`config.mk`:
```
export PLATFORM = sky130hd
export DESIGN_NAME = linemem_sio
export DESIGN_NICKNAME = d
export VERILOG_FILES = /design/src/rtl/linemem_sio_pkg.sv /design/src/rtl/linemem_sio_rx.sv /design/src/rtl/linemem_sio_frame.sv /design/src/rtl/linemem_sio_tx.sv /design/src/rtl/linemem_sio.sv
export SDC_FILE = /design/constraint.sdc
export NUM_CORES = 1
export LEC_CHECK = 0
export BUFFER_PORTS_ARGS = -buffer_cell sky130_fd_sc_hd__buf_2
export CAP_MARGIN = 20
export CORE_MARGIN = 10
export CORE_UTILIZATION = 30
export CTS_CLUSTER_DIAMETER = 120
export DETAILED_ROUTE_END_ITERATION = 7
export GPL_TIMING_DRIVEN = 0
export MAX_ROUTING_LAYER = met4
export PLACE_DENSITY_LB_ADDON = 0.1
export SYNTH_ARGS = -nofsm -noshare
export SYNTH_HDL_FRONTEND = slang
export SYNTH_SLANG_ARGS = --single-unit
```
`constraint.sdc`:
```
create_clock -name clk_i -period 6.6 [get_ports clk_i]
set_input_delay 0.66 -clock clk_i [delete_from_list [all_inputs] [get_ports clk_i]]
set_output_delay 0.66 -clock clk_i [all_outputs]
set_load 0.01 [all_outputs]
```
`src/rtl/linemem_sio_pkg.sv`:
```
package linemem_sio_pkg;
  typedef enum logic [1:0] {OP_NONE, OP_WRITE, OP_READ, OP_STAT} sio_op_e;

  localparam logic [7:0] CMD_WRITE = 8'h04;
  localparam logic [7:0] CMD_READ  = 8'h08;
  localparam logic [7:0] CMD_STAT  = 8'hF8;
  localparam logic [6:0] STOP_CODE = 7'b1011010;

  localparam int FRAME_BYTES   = 7;
  localparam int PAYLOAD_BYTES = 5;
  localparam int READ_BYTES    = 5;
  localparam int STAT_BYTES    = 1;

  function automatic sio_op_e decode_cmd(input logic [7:0] cmd);
    case (cmd)
      CMD_WRITE: return OP_WRITE;
      CMD_READ:  return OP_READ;
      CMD_STAT:  return OP_STAT;
      default:   return OP_NONE;
    endcase
  endfunction
endpackage

```
`src/rtl/linemem_sio_rx.sv`:
```
module linemem_sio_rx #(
  parameter int IDX_W = 3
) (
  input  logic             clk_i,
  input  logic             rst_ni,
  input  logic             cs_ni,
  input  logic             sck_i,
  input  logic             sdi_i,
  output logic             sck_rise_o,
  output logic             byte_vld_o,
  output logic [7:0]       byte_o,
  output logic [IDX_W-1:0] idx_o
);
  logic             sck_q;
  logic [2:0]       bit_q;
  logic [IDX_W-1:0] idx_q;
  logic [6:0]       sh_q;

  assign sck_rise_o = sck_i & ~sck_q & ~cs_ni;
  assign byte_vld_o = sck_rise_o & (bit_q == 3'd7);
  assign byte_o     = {sh_q, sdi_i};
  assign idx_o      = idx_q;

  always_ff @(posedge clk_i or negedge rst_ni) begin
    if (!rst_ni) begin
      sck_q <= 1'b0;
      bit_q <= '0;
      idx_q <= '0;
      sh_q  <= '0;
    end else begin
      sck_q <= sck_i;
      if (cs_ni) begin
        bit_q <= '0;
        idx_q <= '0;
      end else if (sck_rise_o) begin
        sh_q  <= {sh_q[5:0], sdi_i};
        bit_q <= bit_q + 3'd1;
        // byte index saturates so long transactions cannot wrap back to the command slot
        if (bit_q == 3'd7 && idx_q != '1) idx_q <= idx_q + 1'b1;
      end
    end
  end
endmodule

```
`src/rtl/linemem_sio_frame.sv`:
```
module linemem_sio_frame
  import linemem_sio_pkg::*;
#(
  parameter int ADDR_W = 10,
  parameter int HD_W   = 8,
  parameter int IDX_W  = 3
) (
  input  logic              clk_i,
  input  logic              rst_ni,
  input  logic              byte_vld_i,
  input  logic [7:0]        byte_i,
  input  logic [IDX_W-1:0]  idx_i,
  input  logic              vsync_i,
  output logic [ADDR_W-1:0] rd_start_o,
  output logic              rd_down_o,
  output logic [ADDR_W-1:0] wr_start_o,
  output logic [HD_W-1:0]   hd_pre_o,
  output logic              pe_o,
  output logic              wf_o
);
  localparam int PAY_W = PAYLOAD_BYTES * 8;
  localparam int HI_W  = ADDR_W - 8;
  localparam logic [IDX_W-1:0] STOP_IDX = IDX_W'(FRAME_BYTES - 1);

  typedef struct packed {
    logic              down;
    logic [ADDR_W-1:0] rd;
    logic [ADDR_W-1:0] wr;
    logic [HD_W-1:0]   hd;
  } cfg_t;

  sio_op_e          op_q;
  logic [PAY_W-1:0] rx_q;
  cfg_t             rx_cfg, shadow_q, live_q;
  logic             pend_q, pe_q, vs_q;
  logic             vs_rise, frame_end, stop_ok;

  always_comb begin
    rx_cfg.down = rx_q[39];
    rx_cfg.rd   = {rx_q[32 +: HI_W], rx_q[31:24]};
    rx_cfg.wr   = {rx_q[16 +: HI_W], rx_q[15:8]};
    rx_cfg.hd   = rx_q[HD_W-1:0];
  end

  assign vs_rise   = vsync_i & ~vs_q;
  assign frame_end = byte_vld_i && (idx_i == STOP_IDX) && (op_q == OP_WRITE);
  assign stop_ok   = (byte_i[7:1] == STOP_CODE) && !(^{rx_q, byte_i[0]});

  always_ff @(posedge clk_i or negedge rst_ni) begin
    if (!rst_ni) begin
      op_q     <= OP_NONE;
      rx_q     <= '0;
      shadow_q <= '0;
      live_q   <= '0;
      pend_q   <= 1'b0;
      pe_q     <= 1'b0;
      vs_q     <= 1'b0;
    end else begin
      vs_q <= vsync_i;
      if (vs_rise && pend_q) begin
        live_q <= shadow_q;
        pend_q <= 1'b0;
      end
      if (byte_vld_i) begin
        if (idx_i == '0) op_q <= decode_cmd(byte_i);
        else if (op_q == OP_WRITE && idx_i < STOP_IDX)
          rx_q <= {rx_q[PAY_W-9:0], byte_i};
      end
      // a frame accepted on the sync edge itself stays pending for the next edge
      if (frame_end) begin
        if (stop_ok) begin
          shadow_q <= rx_cfg;
          pend_q   <= 1'b1;
          pe_q     <= 1'b0;
        end else begin
          pe_q <= 1'b1;
        end
      end
    end
  end

  assign rd_down_o  = live_q.down;
  assign rd_start_o = live_q.rd;
  assign wr_start_o = live_q.wr;
  assign hd_pre_o   = live_q.hd;
  assign pe_o       = pe_q;
  assign wf_o       = pend_q;
endmodule

```
`src/rtl/linemem_sio_tx.sv`:
```
module linemem_sio_tx
  import linemem_sio_pkg::*;
#(
  parameter int ADDR_W = 10,
  parameter int HD_W   = 8,
  parameter int IDX_W  = 3
) (
  input  logic              clk_i,
  input  logic              rst_ni,
  input  logic              cs_ni,
  input  logic              sck_rise_i,
  input  logic              byte_vld_i,
  input  logic [7:0]        byte_i,
  input  logic [IDX_W-1:0]  idx_i,
  input  logic [ADDR_W-1:0] rd_cnt_i,
  input  logic [ADDR_W-1:0] wr_cnt_i,
  input  logic [HD_W-1:0]   hd_cnt_i,
  input  logic              pe_i,
  input  logic              wf_i,
  output logic              sdo_o,
  output logic              sdo_oe_o
);
  localparam int TX_W = READ_BYTES * 8;

  sio_op_e          mode_q;
  logic [TX_W-1:0]  sr_q;
  logic [7:0]       rd_hi, wr_hi, hd_b;
  logic [IDX_W-1:0] last_idx;
  logic             talking;

  always_comb begin
    rd_hi = '0;
    wr_hi = '0;
    hd_b  = '0;
    rd_hi[ADDR_W-9:0] = rd_cnt_i[ADDR_W-1:8];
    wr_hi[ADDR_W-9:0] = wr_cnt_i[ADDR_W-1:8];
    hd_b[HD_W-1:0]    = hd_cnt_i;
  end

  assign last_idx = (mode_q == OP_STAT) ? IDX_W'(STAT_BYTES) : IDX_W'(READ_BYTES);
  assign talking  = (mode_q == OP_READ) || (mode_q == OP_STAT);
  assign sdo_oe_o = talking && !cs_ni && (idx_i != '0) && (idx_i <= last_idx);
  assign sdo_o    = sdo_oe_o & sr_q[TX_W-1];

  always_ff @(posedge clk_i or negedge rst_ni) begin
    if (!rst_ni) begin
      mode_q <= OP_NONE;
      sr_q   <= '0;
    end else if (cs_ni) begin
      mode_q <= OP_NONE;
    end else if (byte_vld_i && idx_i == '0) begin
      // snapshot taken at command end keeps the multi-byte values coherent
      case (decode_cmd(byte_i))
        OP_READ: begin
          mode_q <= OP_READ;
          sr_q   <= {rd_hi, rd_cnt_i[7:0], wr_hi, wr_cnt_i[7:0], hd_b};
        end
        OP_STAT: begin
          mode_q <= OP_STAT;
          sr_q   <= {pe_i, wf_i, {(TX_W-2){1'b0}}};
        end
        default: mode_q <= OP_NONE;
      endcase
    end else if (sck_rise_i && talking) begin
      sr_q <= {sr_q[TX_W-2:0], 1'b0};
    end
  end
endmodule

```
`src/rtl/linemem_sio.sv`:
```
module linemem_sio #(
  parameter int ADDR_W = 10,
  parameter int HD_W   = 8
) (
  input  logic              clk_i,
  input  logic              rst_ni,
  input  logic              cs_ni,
  input  logic              sck_i,
  input  logic              sdi_i,
  output logic              sdo_o,
  output logic              sdo_oe_o,
  input  logic              vsync_i,
  input  logic [ADDR_W-1:0] rd_cnt_i,
  input  logic [ADDR_W-1:0] wr_cnt_i,
  input  logic [HD_W-1:0]   hd_cnt_i,
  output logic [ADDR_W-1:0] rd_start_o,
  output logic              rd_down_o,
  output logic [ADDR_W-1:0] wr_start_o,
  output logic [HD_W-1:0]   hd_pre_o
);
  localparam int IDX_W = 3;

  logic             sck_rise, byte_vld, pe, wf;
  logic [7:0]       rx_byte;
  logic [IDX_W-1:0] byte_idx;

  linemem_sio_rx #(.IDX_W(IDX_W)) u_rx (
    .clk_i      (clk_i),
    .rst_ni     (rst_ni),
    .cs_ni      (cs_ni),
    .sck_i      (sck_i),
    .sdi_i      (sdi_i),
    .sck_rise_o (sck_rise),
    .byte_vld_o (byte_vld),
    .byte_o     (rx_byte),
    .idx_o      (byte_idx)
  );

  linemem_sio_frame #(.ADDR_W(ADDR_W), .HD_W(HD_W), .IDX_W(IDX_W)) u_frame (
    .clk_i      (clk_i),
    .rst_ni     (rst_ni),
    .byte_vld_i (byte_vld),
    .byte_i     (rx_byte),
    .idx_i      (byte_idx),
    .vsync_i    (vsync_i),
    .rd_start_o (rd_start_o),
    .rd_down_o  (rd_down_o),
    .wr_start_o (wr_start_o),
    .hd_pre_o   (hd_pre_o),
    .pe_o       (pe),
    .wf_o       (wf)
  );

  linemem_sio_tx #(.ADDR_W(ADDR_W), .HD_W(HD_W), .IDX_W(IDX_W)) u_tx (
    .clk_i      (clk_i),
    .rst_ni     (rst_ni),
    .cs_ni      (cs_ni),
    .sck_rise_i (sck_rise),
    .byte_vld_i (byte_vld),
    .byte_i     (rx_byte),
    .idx_i      (byte_idx),
    .rd_cnt_i   (rd_cnt_i),
    .wr_cnt_i   (wr_cnt_i),
    .hd_cnt_i   (hd_cnt_i),
    .pe_i       (pe),
    .wf_i       (wf),
    .sdo_o      (sdo_o),
    .sdo_oe_o   (sdo_oe_o)
  );
endmodule

```
# Yosys cells after proc, flatten, opt, wreduce, memory -nomap -nowiden
# Index checks and enable logic that the tools add are counted.
dict set report op_classes {
  eq_ne 13
  shift 0
  muxes 19
  n_reduce_logical 27
  add_sub_neg 2
  order_cmp 2
  n_div 0
  n_bitwise 9
  n_mul 0
}
# operator count
set ops {}
lappend ops {{2-to-1 mux 40 bit} 2}
lappend ops {{one-hot mux 40 bit (2 select lines)} 1}
lappend ops {{XOR reduction 41 bit} 1}
lappend ops {{2-to-1 mux 3 bit} 6}
lappend ops {{logical AND 1 bit} 11}
lappend ops {{== test 2 bit (second input constant)} 4}
lappend ops {{== test 8 x 3 -> 1 bit (second input constant)} 1}
lappend ops {{== test 8 x 4 -> 1 bit (second input constant)} 1}
lappend ops {{== test 8 bit (second input constant)} 1}
lappend ops {{2-to-1 mux 2 bit} 4}
lappend ops {{AND reduction 2 bit} 4}
lappend ops {{nonzero test 2 bit} 4}
lappend ops {{== test 7 bit (second input constant)} 1}
lappend ops {{adder 3 x 1 -> 3 bit (second input constant)} 2}
lappend ops {{== test 3 bit (second input constant)} 2}
lappend ops {{inequality test 3 bit (second input constant)} 2}
lappend ops {{one-hot mux 2 bit (3 select lines)} 1}
lappend ops {{AND reduction 3 bit} 2}
lappend ops {{bitwise AND 1 bit} 5}
lappend ops {{2-to-1 mux 1 bit} 4}
lappend ops {{inverter 1 bit} 4}
lappend ops {{one-hot mux 2 bit (2 select lines)} 1}
lappend ops {{less-or-equal comparator 3 bit} 1}
lappend ops {{logical NOT 3 bit} 1}
lappend ops {{other kinds (5)} 6}
dict set report word_totals {
  mem_bits_rw 0
  output_inout_bits 31
  mem_count 0
  latchBits 0
  word_cells 91
  reg_bits 159
  inputBits 34
  rom_bits 0
}

# Logic depth before layout (Yosys ltp)
dict set report depth {
  word_depth 11
  depth_mapped 9
  mapped_depth_nobuf 8
}

# By module
# Synthesis repeated with hierarchy kept, for this count alone.
dict set report unflattened {
  cells_unflattened 471
  hier_area_um2 6870.3
}
# mod n_inst area_per_inst_um2 seq_area_each_um2 cells_each
set by_module_without_submodules {}
lappend by_module_without_submodules {linemem_sio_frame 1 4262.8 2577.5 278}
lappend by_module_without_submodules {linemem_sio_tx 1 1973.1 1051.0 149}
lappend by_module_without_submodules {linemem_sio_rx 1 634.4 350.3 44}

# Least setup slack after synthesis
# OpenSTA, ideal clock, no wires.
dict set report synth_path {
  path_kind {input -> register}
  from {input sdi_i}
  to {register u_frame.shadow_q[0] (netlist bit)}
  required_ns 6.475
  arrival_ns 2.528
  setup_time_ns 0.125
  path_slack_ns 3.948
  path_buffers 1
  stages 8
  path_cell_list {xnor2_1 xnor2_1 xnor2_1 xnor2_1 xnor3_1 nor4_4 buf_6 mux2_2}
}
dict set report synth_between {
  elab_chain_len 4
}
# item line
set synth_lines {}
lappend synth_lines {{start, declared} linemem_sio.sv:9} ;# input logic sdi_i,
lappend synth_lines {{XOR reduction 41 bit} linemem_sio_frame.sv:47} ;# assign stop_ok = (byte_i[7:1] == STOP_CODE) && !(^{rx_q, byte_i[0]});
lappend synth_lines {{logical NOT 1 bit} linemem_sio_frame.sv:47}
lappend synth_lines {{logical AND 1 bit} linemem_sio_frame.sv:47}
lappend synth_lines {{AND reduction 2 bit (no source line)} n/a}
lappend synth_lines {{end signal, assigned} linemem_sio_frame.sv:72} ;# shadow_q <= rx_cfg;
lappend synth_lines {{end, declared} linemem_sio_frame.sv:34} ;# cfg_t rx_cfg, shadow_q, live_q;
# No other way between the ends.
# A chain may end at the register's enable or synchronous reset.

# Worst setup path in the final report
dict set report layout_path {
  from {register u_frame.rx_q[31]}
  to {register u_frame.shadow_q[7] (netlist bit)}
}
dict set report layout_between {
  elab_chain_len 4
}
# item line
set layout_lines {}
lappend layout_lines {{start, declared} linemem_sio_frame.sv:33} ;# logic [PAY_W-1:0] rx_q;
lappend layout_lines {{start signal, assigned} linemem_sio_frame.sv:67} ;# rx_q <= {rx_q[PAY_W-9:0], byte_i};
lappend layout_lines {{XOR reduction 41 bit} linemem_sio_frame.sv:47}
lappend layout_lines {{logical NOT 1 bit} linemem_sio_frame.sv:47}
lappend layout_lines {{logical AND 1 bit} linemem_sio_frame.sv:47}
lappend layout_lines {{AND reduction 2 bit (no source line)} n/a}
# No other way between the ends.

==> metrics.csv <==
metric;value;unit
synthTopCellsByCount;dfrtp_1, mux2_2, nor2_1;
cts_resized;0;
worstPathMaxFanout;10;
die_h;170;um
muxShareOfSynthArea;18.2;%
cp-end-kind;flop;
grt_use_total;10.8;%
r2r_cells;8;
wire_per_inst;16.1;um
route.detailed.drc;0;
ys_types;33;
vias_per_cell;4.60;
slowest_stage;xnor3_1;
grt_use_met3;2.95;%
drt_wl_total;14400;um
synth_edf_count;0;
cp-start-kind;flop;
ctsLongestPathBuffers;2;
crit_chain;xnor2_1, xnor2_1, xnor2_1, xnor2_1, xnor3_1, nor4_4, buf_6, mux2_2;
cts_num_sinks;159;
worst_path_largest_cell_delay;0.50;ns
slew-limit-headroom;39.4;%
synthArstFlopShare;100;%
die_w;170;um
rsz0062_at_grt;false;
post_cts_buffers;0;
use_met1;13.5;%
grt_util_met2;16.8;%
yosysSeqAreaShare;59.1;%
clock-root-buffer;clkbuf_16;
cp.required;6.90;ns
synth_area_per_cell;12.9;um^2
grt_overflow;0;
grt_pass1_vias;4402;
vias;4124;
cts_tree;built;
crit_type;reg -> reg;
synth-simple-area-share;6.10;%
hp-class;in -> async;
synth.area.top_cells;dfrtp_1, mux2_2, xnor2_1, a22oi_1, a21oi_1;
synth_top_family_by_area;multiplexers;
setup-violations-final;0;
ys_ff_latch;159;
syn-instance-count;520;
synth_xor_area_share;5.54;%
reg2reg_from;u_frame.rx_q[31];
crit_top_cell;xnor2_1;
post_dp_cell_area;7430;um^2
syn-cell-area;6730;um^2
clk_pin_slew;0.06;ns
fin_skew;0.0103;ns
drt-initial-drc-count;253;
hold_slack;0.139;ns
diodes;0;
r2r_slack;3.80;ns
final_nets;645;
clk_latency;0.42;ns
synth.most_common_cell;dfrtp_1;
antenna_found_initial;0;
status;completed;
fin_area;8100;um^2
slew_violations;0;
min_period;2.80;ns
die-area;28800;um^2
first_pass_iters;5;
worstMarginPinSlew;0.901;ns
synth_nets;562;
power.density;269;nW/um^2
gp_congestion;0.740;
syn2layout_area_growth;20.3;%
fin_tns_setup;0;ns
synthAdderAreaFrac;1.49;%
cts_inserted_buffers;17;
finalHoldViolCount;0;
portBuffers;63;
arrival;3.10;ns
io_pins;65;
htreeDepth;4;
top_usage_layer;met2;
final_util;36.9;%
timing.rr.end;u_frame.shadow_q[7];
ys.warnings.count;0;
layout-drive-gt1-share;33.8;%
grt_pass1_wl;23900;um
synth-main-ff-cell;dfrtp_1;
coreArea;22000;um^2
std_cell_rows;54;
peakVddDrop;157;uV
drv_cap;0;
postRouteAntennaNets;0;
grt_start_max_net_pins;111;
synth_top_area_share;59.1;%
period_share;42.4;%
postCtsHoldBufs;0;
fmax;357;MHz
yosys.area.top_type;dfrtp_1;
start_util;30.6;%
hpwlAfterDp;10100;um
leakagePower;4.01;nW
synth_compound_area_share;6.81;%
[sequential cells by signal, indices dropped and copies added, names as in the netlist]
signal	cells
u_frame.rx_q	40
u_tx.sr_q	40
u_frame.shadow_q	29
u_frame.rd_start_o	10
u_frame.wr_start_o	10
u_frame.hd_pre_o	8
u_rx.sh_q	7
u_rx.bit_q	3
u_rx.idx_o	3
u_frame.op_q	2
u_tx.mode_q	2
u_frame.pe_o	1
u_frame.rd_down_o	1
u_frame.vs_q	1
u_frame.wf_o	1
u_rx.sck_q	1
[worst max-delay path, delay by kind of cell, from the launching register on]
| kind | cells | cell delay (ns) |
|---|---|---|
| mux | 1 | 0.35 |
| buf+inv | 1 | 0.24 |
| simple gates | 1 | 0.47 |
| flops | 1 | 0.43 |
| xor+xnor | 5 | 1.20 |
[cells in the final DEF, fill, tap and decap left out, drive strengths merged, types with 4 or more instances in the layout]
| cell | synthesis | final |
|---|---|---|
| nand2b | 4 | 4 |
| nand2 | 10 | 10 |
| xnor2 | 34 | 34 |
| dfrtp | 159 | 159 |
| buf | 10 | 74 |
| nor3b | 4 | 4 |
| inv | 15 | 16 |
| mux2 | 105 | 105 |
| nor2 | 40 | 40 |
| a21oi | 31 | 31 |
| clkbuf | 18 | 37 |
| bufinv | 0 | 5 |
| clkinv | 0 | 5 |
| a22oi | 28 | 28 |
| nand3 | 16 | 16 |
| ha | 8 | 8 |
| xor2 | 6 | 6 |
| mux2i | 4 | 4 |
| o21ai | 13 | 13 |
[through the flow]
step / power, mW / worst slack (ns) / cells
floorplan: 1.06 / 3.95 / 520
global placement: 1.10 / 2.36 / 863
detailed placement: 1.11 / 3.44 / 864
CTS: 2.22 / 3.76 / 896
global route: 2.27 / 3.52 / 896
finish: 2.18 / 3.80 / 896
[layout make-up]
cell class,count,area (um^2)
multi-input combinational,318,2560
fill,2128,13900
tap,280,350
timing repair buffer,64,353
clock buffer,19,453
clock inverter,13,210
sequential,159,3980
buffer,28,130
inverter,15,56.3
[per-layer routing]
metal,vias up,share of wire (%)
met5,-,0
met4,0,1.0
met3,10,3.3
met2,55,49
met1,2081,46
li1,1978,-
[kinds of logic (layout without fill, tap and decap cells)]
kind of cell | after synthesis | after routing
compound gates | 76 | 76
xor+xnor | 41 | 41
fa+ha+maj | 8 | 8
buf+inv | 43 | 139
flops | 159 | 159
mux | 109 | 109
simple gates | 84 | 84
[worst max-delay path by stage]
stage | slack (ns) | depth (start not counted) | from | to
after floorplan | 3.95 | 8 | sdi_i | u_frame.shadow_q[0]
after global placement | 2.36 | 1 | rst_ni | u_tx.sr_q[29]
after detailed placement | 3.44 | 9 | sdi_i | u_frame.shadow_q[7]
after CTS | 3.76 | 8 | u_frame.rx_q[31] | u_frame.shadow_q[7]
after global routing | 3.52 | 9 | u_rx.sck_q | u_tx.sr_q[27]
final | 3.80 | 8 | u_frame.rx_q[31] | u_frame.shadow_q[7]
[report_power, final]
part / switching [mW] / internal, mW
registers: 0.0229 / 0.994
logic: 0.0385 / 0.0324
clock network: 0.399 / 0.693
(Power assumes the default switching activity.)
